$ cat config.mk
export PLATFORM = sky130hd
export DESIGN_NAME = cal_page_sel
export DESIGN_NICKNAME = d
export VERILOG_FILES = /design/src/rtl/cal_page_pkg.sv /design/src/rtl/dwell_timer.sv /design/src/rtl/page_mux.sv /design/src/rtl/cal_page_sel.sv
export SDC_FILE = /design/constraint.sdc
export NUM_CORES = 1
export LEC_CHECK = 0
export BUFFER_PORTS_ARGS = -buffer_cell sky130_fd_sc_hd__buf_2
export CAP_MARGIN = 20
export CORE_ASPECT_RATIO = 1.25
export CORE_MARGIN = 10
export CORE_UTILIZATION = 30
export CTS_CLUSTER_DIAMETER = 30
export CTS_CLUSTER_SIZE = 25
export DETAILED_ROUTE_END_ITERATION = 7
export PLACE_DENSITY_LB_ADDON = 0.3
export SYNTH_ARGS = -nofsm -noshare
export SYNTH_HDL_FRONTEND = slang
export SYNTH_SLANG_ARGS = --single-unit
export TNS_END_PERCENT = 10
$ cat constraint.sdc
create_clock -name clk -period 1.4 [get_ports clk]
set_clock_uncertainty 0.05 [all_clocks]
set_input_delay 0.21 -clock clk [delete_from_list [all_inputs] [get_ports clk]]
set_output_delay 0.21 -clock clk [all_outputs]
set_load 0.05 [all_outputs]
$ cat src/rtl/cal_page_pkg.sv
package cal_page_pkg;

  localparam int DIGIT_W     = 4;
  localparam int LANES       = 8;
  localparam int DATE_DIGITS = 8;
  localparam int TIME_DIGITS = 6;
  localparam logic [DIGIT_W-1:0] BLANK_DIGIT = 4'hF;

  typedef enum logic {
    PAGE_TIME = 1'b0,
    PAGE_DATE = 1'b1
  } page_e;

  function automatic page_e page_flip(input page_e p);
    return (p == PAGE_TIME) ? PAGE_DATE : PAGE_TIME;
  endfunction

  // Bit offset of lane k inside the packed display word; lane 0 is leftmost.
  function automatic int lane_lsb(input int k, input int n_lanes);
    return (n_lanes - 1 - k) * DIGIT_W;
  endfunction

endpackage

$ cat src/rtl/dwell_timer.sv
module dwell_timer
  import cal_page_pkg::*;
#(
  parameter int DWELL_TICKS = 8,
  localparam int CNT_W = (DWELL_TICKS > 2) ? $clog2(DWELL_TICKS) : 1
) (
  input  logic             clk,
  input  logic             rst_n,
  input  logic             tick,
  output logic [CNT_W-1:0] cnt,
  output logic             wrap_evt,
  output page_e            page
);

  localparam logic [CNT_W-1:0] LAST = CNT_W'(DWELL_TICKS - 1);

  function automatic logic [CNT_W-1:0] cnt_next(input logic [CNT_W-1:0] c);
    return (c == LAST) ? '0 : c + 1'b1;
  endfunction

  assign wrap_evt = tick && (cnt == LAST);

  always_ff @(posedge clk or negedge rst_n) begin
    if (!rst_n) begin
      cnt  <= '0;
      page <= PAGE_TIME;
    end else begin
      if (tick)     cnt  <= cnt_next(cnt);
      if (wrap_evt) page <= page_flip(page);
    end
  end

endmodule

$ cat src/rtl/page_mux.sv
module page_mux
  import cal_page_pkg::*;
(
  input  page_e                        page,
  input  logic [DATE_DIGITS*DIGIT_W-1:0] date_word,
  input  logic [TIME_DIGITS*DIGIT_W-1:0] time_word,
  output logic [LANES*DIGIT_W-1:0]       lanes
);

  for (genvar k = 0; k < LANES; k++) begin : g_lane
    logic [DIGIT_W-1:0] d_lane;
    logic [DIGIT_W-1:0] t_lane;
    if (k < DATE_DIGITS) begin : g_d
      assign d_lane = date_word[lane_lsb(k, DATE_DIGITS) +: DIGIT_W];
    end else begin : g_dblank
      assign d_lane = BLANK_DIGIT;
    end
    if (k < TIME_DIGITS) begin : g_t
      assign t_lane = time_word[lane_lsb(k, TIME_DIGITS) +: DIGIT_W];
    end else begin : g_tblank
      assign t_lane = BLANK_DIGIT;
    end
    assign lanes[lane_lsb(k, LANES) +: DIGIT_W] = (page == PAGE_DATE) ? d_lane : t_lane;
  end

endmodule

$ cat src/rtl/cal_page_sel.sv
module cal_page_sel
  import cal_page_pkg::*;
#(
  parameter int DWELL_TICKS = 8
) (
  input  logic        clk,
  input  logic        rst_n,
  input  logic        sec_tick,
  input  logic [3:0]  yr_thou,
  input  logic [3:0]  yr_hund,
  input  logic [3:0]  yr_tens,
  input  logic [3:0]  yr_unit,
  input  logic [3:0]  mon_tens,
  input  logic [3:0]  mon_unit,
  input  logic [3:0]  day_tens,
  input  logic [3:0]  day_unit,
  input  logic [3:0]  hr_tens,
  input  logic [3:0]  hr_unit,
  input  logic [3:0]  min_tens,
  input  logic [3:0]  min_unit,
  input  logic [3:0]  sec_tens,
  input  logic [3:0]  sec_unit,
  output logic [31:0] disp_digits,
  output logic        page_is_date
);

  localparam int CNT_W = (DWELL_TICKS > 2) ? $clog2(DWELL_TICKS) : 1;

  logic [CNT_W-1:0] dwell_cnt;
  logic             wrap_evt;
  page_e            cur_page;

  logic [DATE_DIGITS*DIGIT_W-1:0] date_word;
  logic [TIME_DIGITS*DIGIT_W-1:0] time_word;

  assign date_word = {yr_thou, yr_hund, yr_tens, yr_unit,
                      mon_tens, mon_unit, day_tens, day_unit};
  assign time_word = {hr_tens, hr_unit, min_tens, min_unit, sec_tens, sec_unit};

  dwell_timer #(.DWELL_TICKS(DWELL_TICKS)) u_timer (
    .clk      (clk),
    .rst_n    (rst_n),
    .tick     (sec_tick),
    .cnt      (dwell_cnt),
    .wrap_evt (wrap_evt),
    .page     (cur_page)
  );

  page_mux u_mux (
    .page      (cur_page),
    .date_word (date_word),
    .time_word (time_word),
    .lanes     (disp_digits)
  );

  assign page_is_date = (cur_page == PAGE_DATE);

endmodule

==> results of run 1 <==
## worst max-delay path, cell delays in order (launching register included)
cell and delay, ns:
dfrtp_2 0.43, buf_12 0.16, mux2_2 0.35, buf_6 0.16
## synthesized netlist by cell type
library cell | count | area [sq um]
mux2_4 | 21 | 315
buf_6 | 2 | 22.5
nand2_1 | 1 | 3.75
xnor2_1 | 1 | 8.76
nor2_1 | 1 | 3.75
buf_12 | 2 | 40.0
ha_1 | 2 | 25.0
dfrtp_1 | 4 | 100
nand2b_1 | 8 | 50.1
mux2_2 | 6 | 67.6
## power by group
part,switching (W),internal (W),leakage (nW)
Sequential,0.0000631,0.000181,0.0461
Clock,0.0000581,0.000108,0.0150
Combinational,0.00166,0.00139,0.751
Total,0.00178,0.00167,0.812
## sequential cells by signal, indices dropped and copies added (netlist names)
name / count
u_timer.cnt: 3
u_timer.page: 1
## how the worst max path moves through the flow
stage / to / cells past startpoint
after global placement: disp_digits[20] / 3
after CTS: disp_digits[14] / 3
after global routing: disp_digits[29] / 3
final: disp_digits[28] / 3
after floorplan: disp_digits[11] / 3
after detailed placement: disp_digits[14] / 3
## metrics by stage
step | hold slack [ns] | std cells | power, W | setup TNS [ns] | utilization [%]
finish | 0.216 | 167 | 0.00345 | -4.95 | 72.3
global route | 0.237 | 167 | 0.00358 | -5.80 | 72.3
CTS | 0.209 | 162 | 0.00309 | -4.31 | 64.8
detailed placement | -0.0288 | 157 | 0.00258 | 0 | 54.7
global placement | -0.0314 | 157 | 0.00254 | 0 | 54.7
floorplan | -0.136 | 48 | 0.00225 | -1.75 | -
## routing by layer
| metal | GRT usage (%) | wire (um) |
|---|---|---|
| met1 | 9.03 | 820 |
| met2 | 21.8 | 1840 |
| met3 | 5.64 | 368 |
| met4 | 3.05 | 58 |
| met5 | 0 | 0 |
## timing repair
item | 4_1_cts | 5_1_grt
endpoints found under the hold margin | 4 | 0
resized for setup | 55 | 22
gates cloned | 0 | 1
hold buffers | 1 | 0
setup endpoints to repair | 32 | 29
buffers inserted | 0 | 4
## final cells by class
type	count	area, sq um
multi-input cells	40	512
flip-flops and latches	4	101
fillers	152	554
repair buffers	99	786
clock buffers	4	26.3
well taps	20	25.0
## cell usage in the layout (no fill, tap or decap), drive strengths merged
cell / count
mux2: 27
nor2: 1
dfrtp: 4
xnor2: 1
nand2: 1
nand2b: 8
buf: 97
dlygate4sd3: 1
ha: 2
clkbuf: 5
## cell families after synthesis
group         Yosys count  synth area share [%]
buf+inv                 4                  9.82
simple gates           10                  9.04
flops                   4                  15.7
mux                    27                  60.1
xor+xnor                1                  1.38
fa+ha+maj               2                  3.93
==> impl_metrics.env, run 1 <==
export IMPL_grt_overflow_total=0
export IMPL_clkLatencyLatePin_ns=0.24
export IMPL_avgSynthCellArea_sq_um=13.3
export IMPL_n_antenna_cell=0
export IMPL_cts_buffers=3
export IMPL_crit_path_end_kind="output port"
export IMPL_wirelength_um=3090
export IMPL_synth_nets=109
export IMPL_syn_area_sq_um=637
export IMPL_crit_type="flip-flop to output port"
export IMPL_grt_pass1_wl_um=3810
export IMPL_place_ws_ns=0.0275
export IMPL_hold_class="input pin to flip-flop"
export IMPL_gp_congestion=0.625
export IMPL_maxCapViolations=0
export IMPL_syn_instance_count=48
export IMPL_core_area_sq_um=2000
export IMPL_clock_path_buffers=2
export IMPL_cts_root_buf="clkbuf_4"
export IMPL_synth_warnings=0
export IMPL_worstSetupStartpoint="u_timer.page"
export IMPL_report_final_slew_viol_count=0
export IMPL_worstPathRequired_ns=1.14
export IMPL_fin_crit_ns=1.61
export IMPL_drtIter0Drc=5
export IMPL_yosys_cell_types_count=10
export IMPL_die_area_sq_um=4380
export IMPL_grt_usage_pct=11.1
export IMPL_critPathLaunchType="flip-flop"
export IMPL_run_status="finished, violations left"
export IMPL_slew_headroom_pct=89.8
export IMPL_drtPass1Iterations=2
export IMPL_min_from="sec_tick"
export IMPL_grt_pass1_vias=793
export IMPL_critPathMaxFanout=12
export IMPL_irDropWorstVdd_v=0.00148
export IMPL_max_freq_mhz=621
export IMPL_design_area_sq_um=1450
export IMPL_dieHeight_um=71.5
export IMPL_fin_nets=209
export IMPL_h_tree_depth=1
export IMPL_layout_drive_gt1_share_pct=91.2
export IMPL_vias_per_cell=4.65
export IMPL_hold_end="u_timer.page"
export IMPL_rsz0062_at_grt="true"
export IMPL_io_buffers=91
export IMPL_placed_area_sq_um=1100
export IMPL_hpwl_um=2270
export IMPL_worstPathArrival_ns=1.35
export IMPL_hold_violations=0
export IMPL_cts_tree="built"
export IMPL_ys_ff_latch=4
export IMPL_violations="negative setup slack"
export IMPL_hold_depth=3
export IMPL_clkSinkCount=4
export IMPL_io_pins=92
export IMPL_grt_max_degree=20
export IMPL_r2r_end="u_timer.cnt[2]"
export IMPL_die_x_um=61.2
export IMPL_ant_nets=0
export IMPL_powerDensity_nw_per_um2=2380
export IMPL_antenna_found_initial=0
export IMPL_syn2layout_area_growth_pct=128
export IMPL_num_rows=18
export IMPL_fin_ws_ns=-0.209
export IMPL_tightest_slew_ns=0.153
export IMPL_start_util_pct=31.8
export IMPL_detail_route_wl_per_cell_um=18.5
export IMPL_p_leak_nw=0.812
export IMPL_r2r_slack_ns=0.08
export IMPL_synth_seq_area_share_pct=15.7
export IMPL_setup_viol=30
export IMPL_path_clk_slew_ns=0.04
export IMPL_vias=776
export IMPL_fin_crit_sh_pct=115
export IMPL_rr_startpoint="u_timer.cnt[0]"
export IMPL_timing_reg2reg_worst_path_depth=3
export IMPL_drcViolationCount=0
Note: power is estimated with default switching activity, not from simulation.
==> run 2: changes to the inputs <==
--- a/config.mk
+++ b/config.mk
@@ -14,6 +14,7 @@
 export CTS_CLUSTER_SIZE = 25
 export DETAILED_ROUTE_END_ITERATION = 7
 export PLACE_DENSITY_LB_ADDON = 0.3
+export SKIP_LAST_GASP = 1
 export SYNTH_ARGS = -nofsm -noshare
 export SYNTH_HDL_FRONTEND = slang
 export SYNTH_SLANG_ARGS = --single-unit
==> impl_metrics.env, run 2 (synthesis results as in run 1) <==
export IMPL_crit_path_end_kind="output port"
export IMPL_cts_buffers=3
export IMPL_dp_cells=157
export IMPL_largest_reg_flops=3
export IMPL_grt_pass1_vias=785
export IMPL_antenna_found_initial=0
export IMPL_critPathLaunchType="flip-flop"
export IMPL_hold_end="u_timer.page"
export IMPL_hold_class="input pin to flip-flop"
export IMPL_final_cells=167
export IMPL_hold_depth=3
export IMPL_grt_pass1_wl_um=3520
export IMPL_critPathMaxFanout=9
export IMPL_timing_reg2reg_worst_path_depth=3
export IMPL_grt_overflow_total=0
export IMPL_powerDensity_nw_per_um2=2410
export IMPL_r2r_end="u_timer.cnt[2]"
export IMPL_n_antenna_cell=0
export IMPL_grt_usage_pct=10.1
export IMPL_io_buffers=91
export IMPL_ant_nets=0
export IMPL_fin_ws_ns=-0.224
export IMPL_clkLatencyLatePin_ns=0.24
export IMPL_drcViolationCount=0
export IMPL_syn2layout_area_growth_pct=94.7
export IMPL_p_leak_nw=0.716
export IMPL_die_x_um=61.2
export IMPL_cts_root_buf="clkbuf_4"
export IMPL_r2r_slack_ns=0.12
export IMPL_final_common_cell="buf_2"
export IMPL_hpwl_um=2270
export IMPL_setup_viol=33
export IMPL_drtPass1Iterations=3
export IMPL_holdWs_ns=0.218
export IMPL_final_cell_mix="buf_2 (76), mux2_4 (21), buf_4 (15)"
export IMPL_grt_max_degree=20
export IMPL_reg_largest_list="u_timer.cnt: 3 flops, u_timer.page: 1 flops"
export IMPL_drtIter0Drc=9
export IMPL_finalPower_w=0.00299
export IMPL_num_rows=18
export IMPL_h_tree_depth=1
export IMPL_start_util_pct=31.8
export IMPL_worstSetupStartpoint="u_timer.page"
export IMPL_min_from="sec_tick"
export IMPL_fin_crit_ns=1.62
export IMPL_dieHeight_um=71.5
export IMPL_tightest_slew_ns=0.263
export IMPL_detail_route_wl_per_cell_um=16.0
export IMPL_hold_violations=0
export IMPL_die_area_sq_um=4380
export IMPL_irDropWorstVdd_v=0.00150
export IMPL_core_area_sq_um=2000
export IMPL_largest_register="u_timer.cnt"
export IMPL_crit_type="flip-flop to output port"
export IMPL_worstPathRequired_ns=1.14
export IMPL_report_final_slew_viol_count=0
export IMPL_rsz0062_at_grt="true"
export IMPL_worstPathArrival_ns=1.36
export IMPL_vias=746
export IMPL_cts_tree="built"
export IMPL_fin_nets=209
export IMPL_maxCapViolations=0
export IMPL_gp_congestion=0.625
export IMPL_path_clk_slew_ns=0.04
export IMPL_rr_startpoint="u_timer.cnt[0]"
export IMPL_fin_crit_sh_pct=116
export IMPL_max_freq_mhz=616
export IMPL_clock_path_buffers=2
export IMPL_slew_headroom_pct=82.6
export IMPL_io_pins=92
export IMPL_violations="negative setup slack"
export IMPL_layout_drive_gt1_share_pct=87.8
export IMPL_wirelength_um=2680
export IMPL_vias_per_cell=4.47
export IMPL_clkSinkCount=4
export IMPL_run_status="finished, violations left"
run 2: cell counts in the layout (fill, tap and decap cells not counted):
Identical to the previous run, type by type.
run 2: area by class of cell:
cell class                 count  area (sq um)
tap                           20          25.0
multi-input combinational     40           474
fill                         182           764
timing repair buffer          99           613
clock buffer                   4          26.3
sequential                     4           101
run 2: through the flow:
step | util [%] | setup WS [ns] | setup TNS (ns) | instance area [sq um]
CTS | 56.5 | -0.235 | -5.65 | 1130
finish | 61.9 | -0.224 | -6.04 | 1240
global route | 61.9 | -0.260 | -7.34 | 1240
detailed placement | 54.7 | 0.0275 | 0 | 1100
floorplan | - | -0.0666 | -1.75 | 638
global placement | 54.7 | 0.0398 | 0 | 1100
run 2: critical path, stage by stage (launching register included):
cell and delay, ns:
dfrtp_2 0.45, clkbuf_16 0.19, mux2_4 0.29, buf_4 0.19
run 2: how the worst max path moves through the flow:
stage	end	slack, ns	cells after the start
after floorplan	disp_digits[11]	-0.07	3
after global placement	disp_digits[20]	0.04	3
after detailed placement	disp_digits[14]	0.03	3
after CTS	disp_digits[14]	-0.24	3
after global routing	disp_digits[16]	-0.26	3
final	disp_digits[9]	-0.22	3
run 2: timing repair:
action                                  4_1_cts  5_1_grt
endpoints found under the setup margin       32       32
setup buffers                                 0        4
cloned                                        0        1
gates resized for setup                       0       34
hold buffers                                  1        0
endpoints found under the hold margin         4        0
run 2: layer usage:
layer / track usage [%] / up-vias / part of all wire, %
li1: - / 367 / -
met1: 8.83 / 332 / 29
met2: 18.9 / 47 / 58
met3: 4.94 / 0 / 13
met4: 3.56 / 0 / 0
met5: 0 / - / 0
run 2: where the power goes:
| group | internal [W] | switching [W] |
|---|---|---|
| logic | 0.00106 | 0.00152 |
| registers | 0.000181 | 0.0000609 |
| clock network | 0.000107 | 0.0000535 |
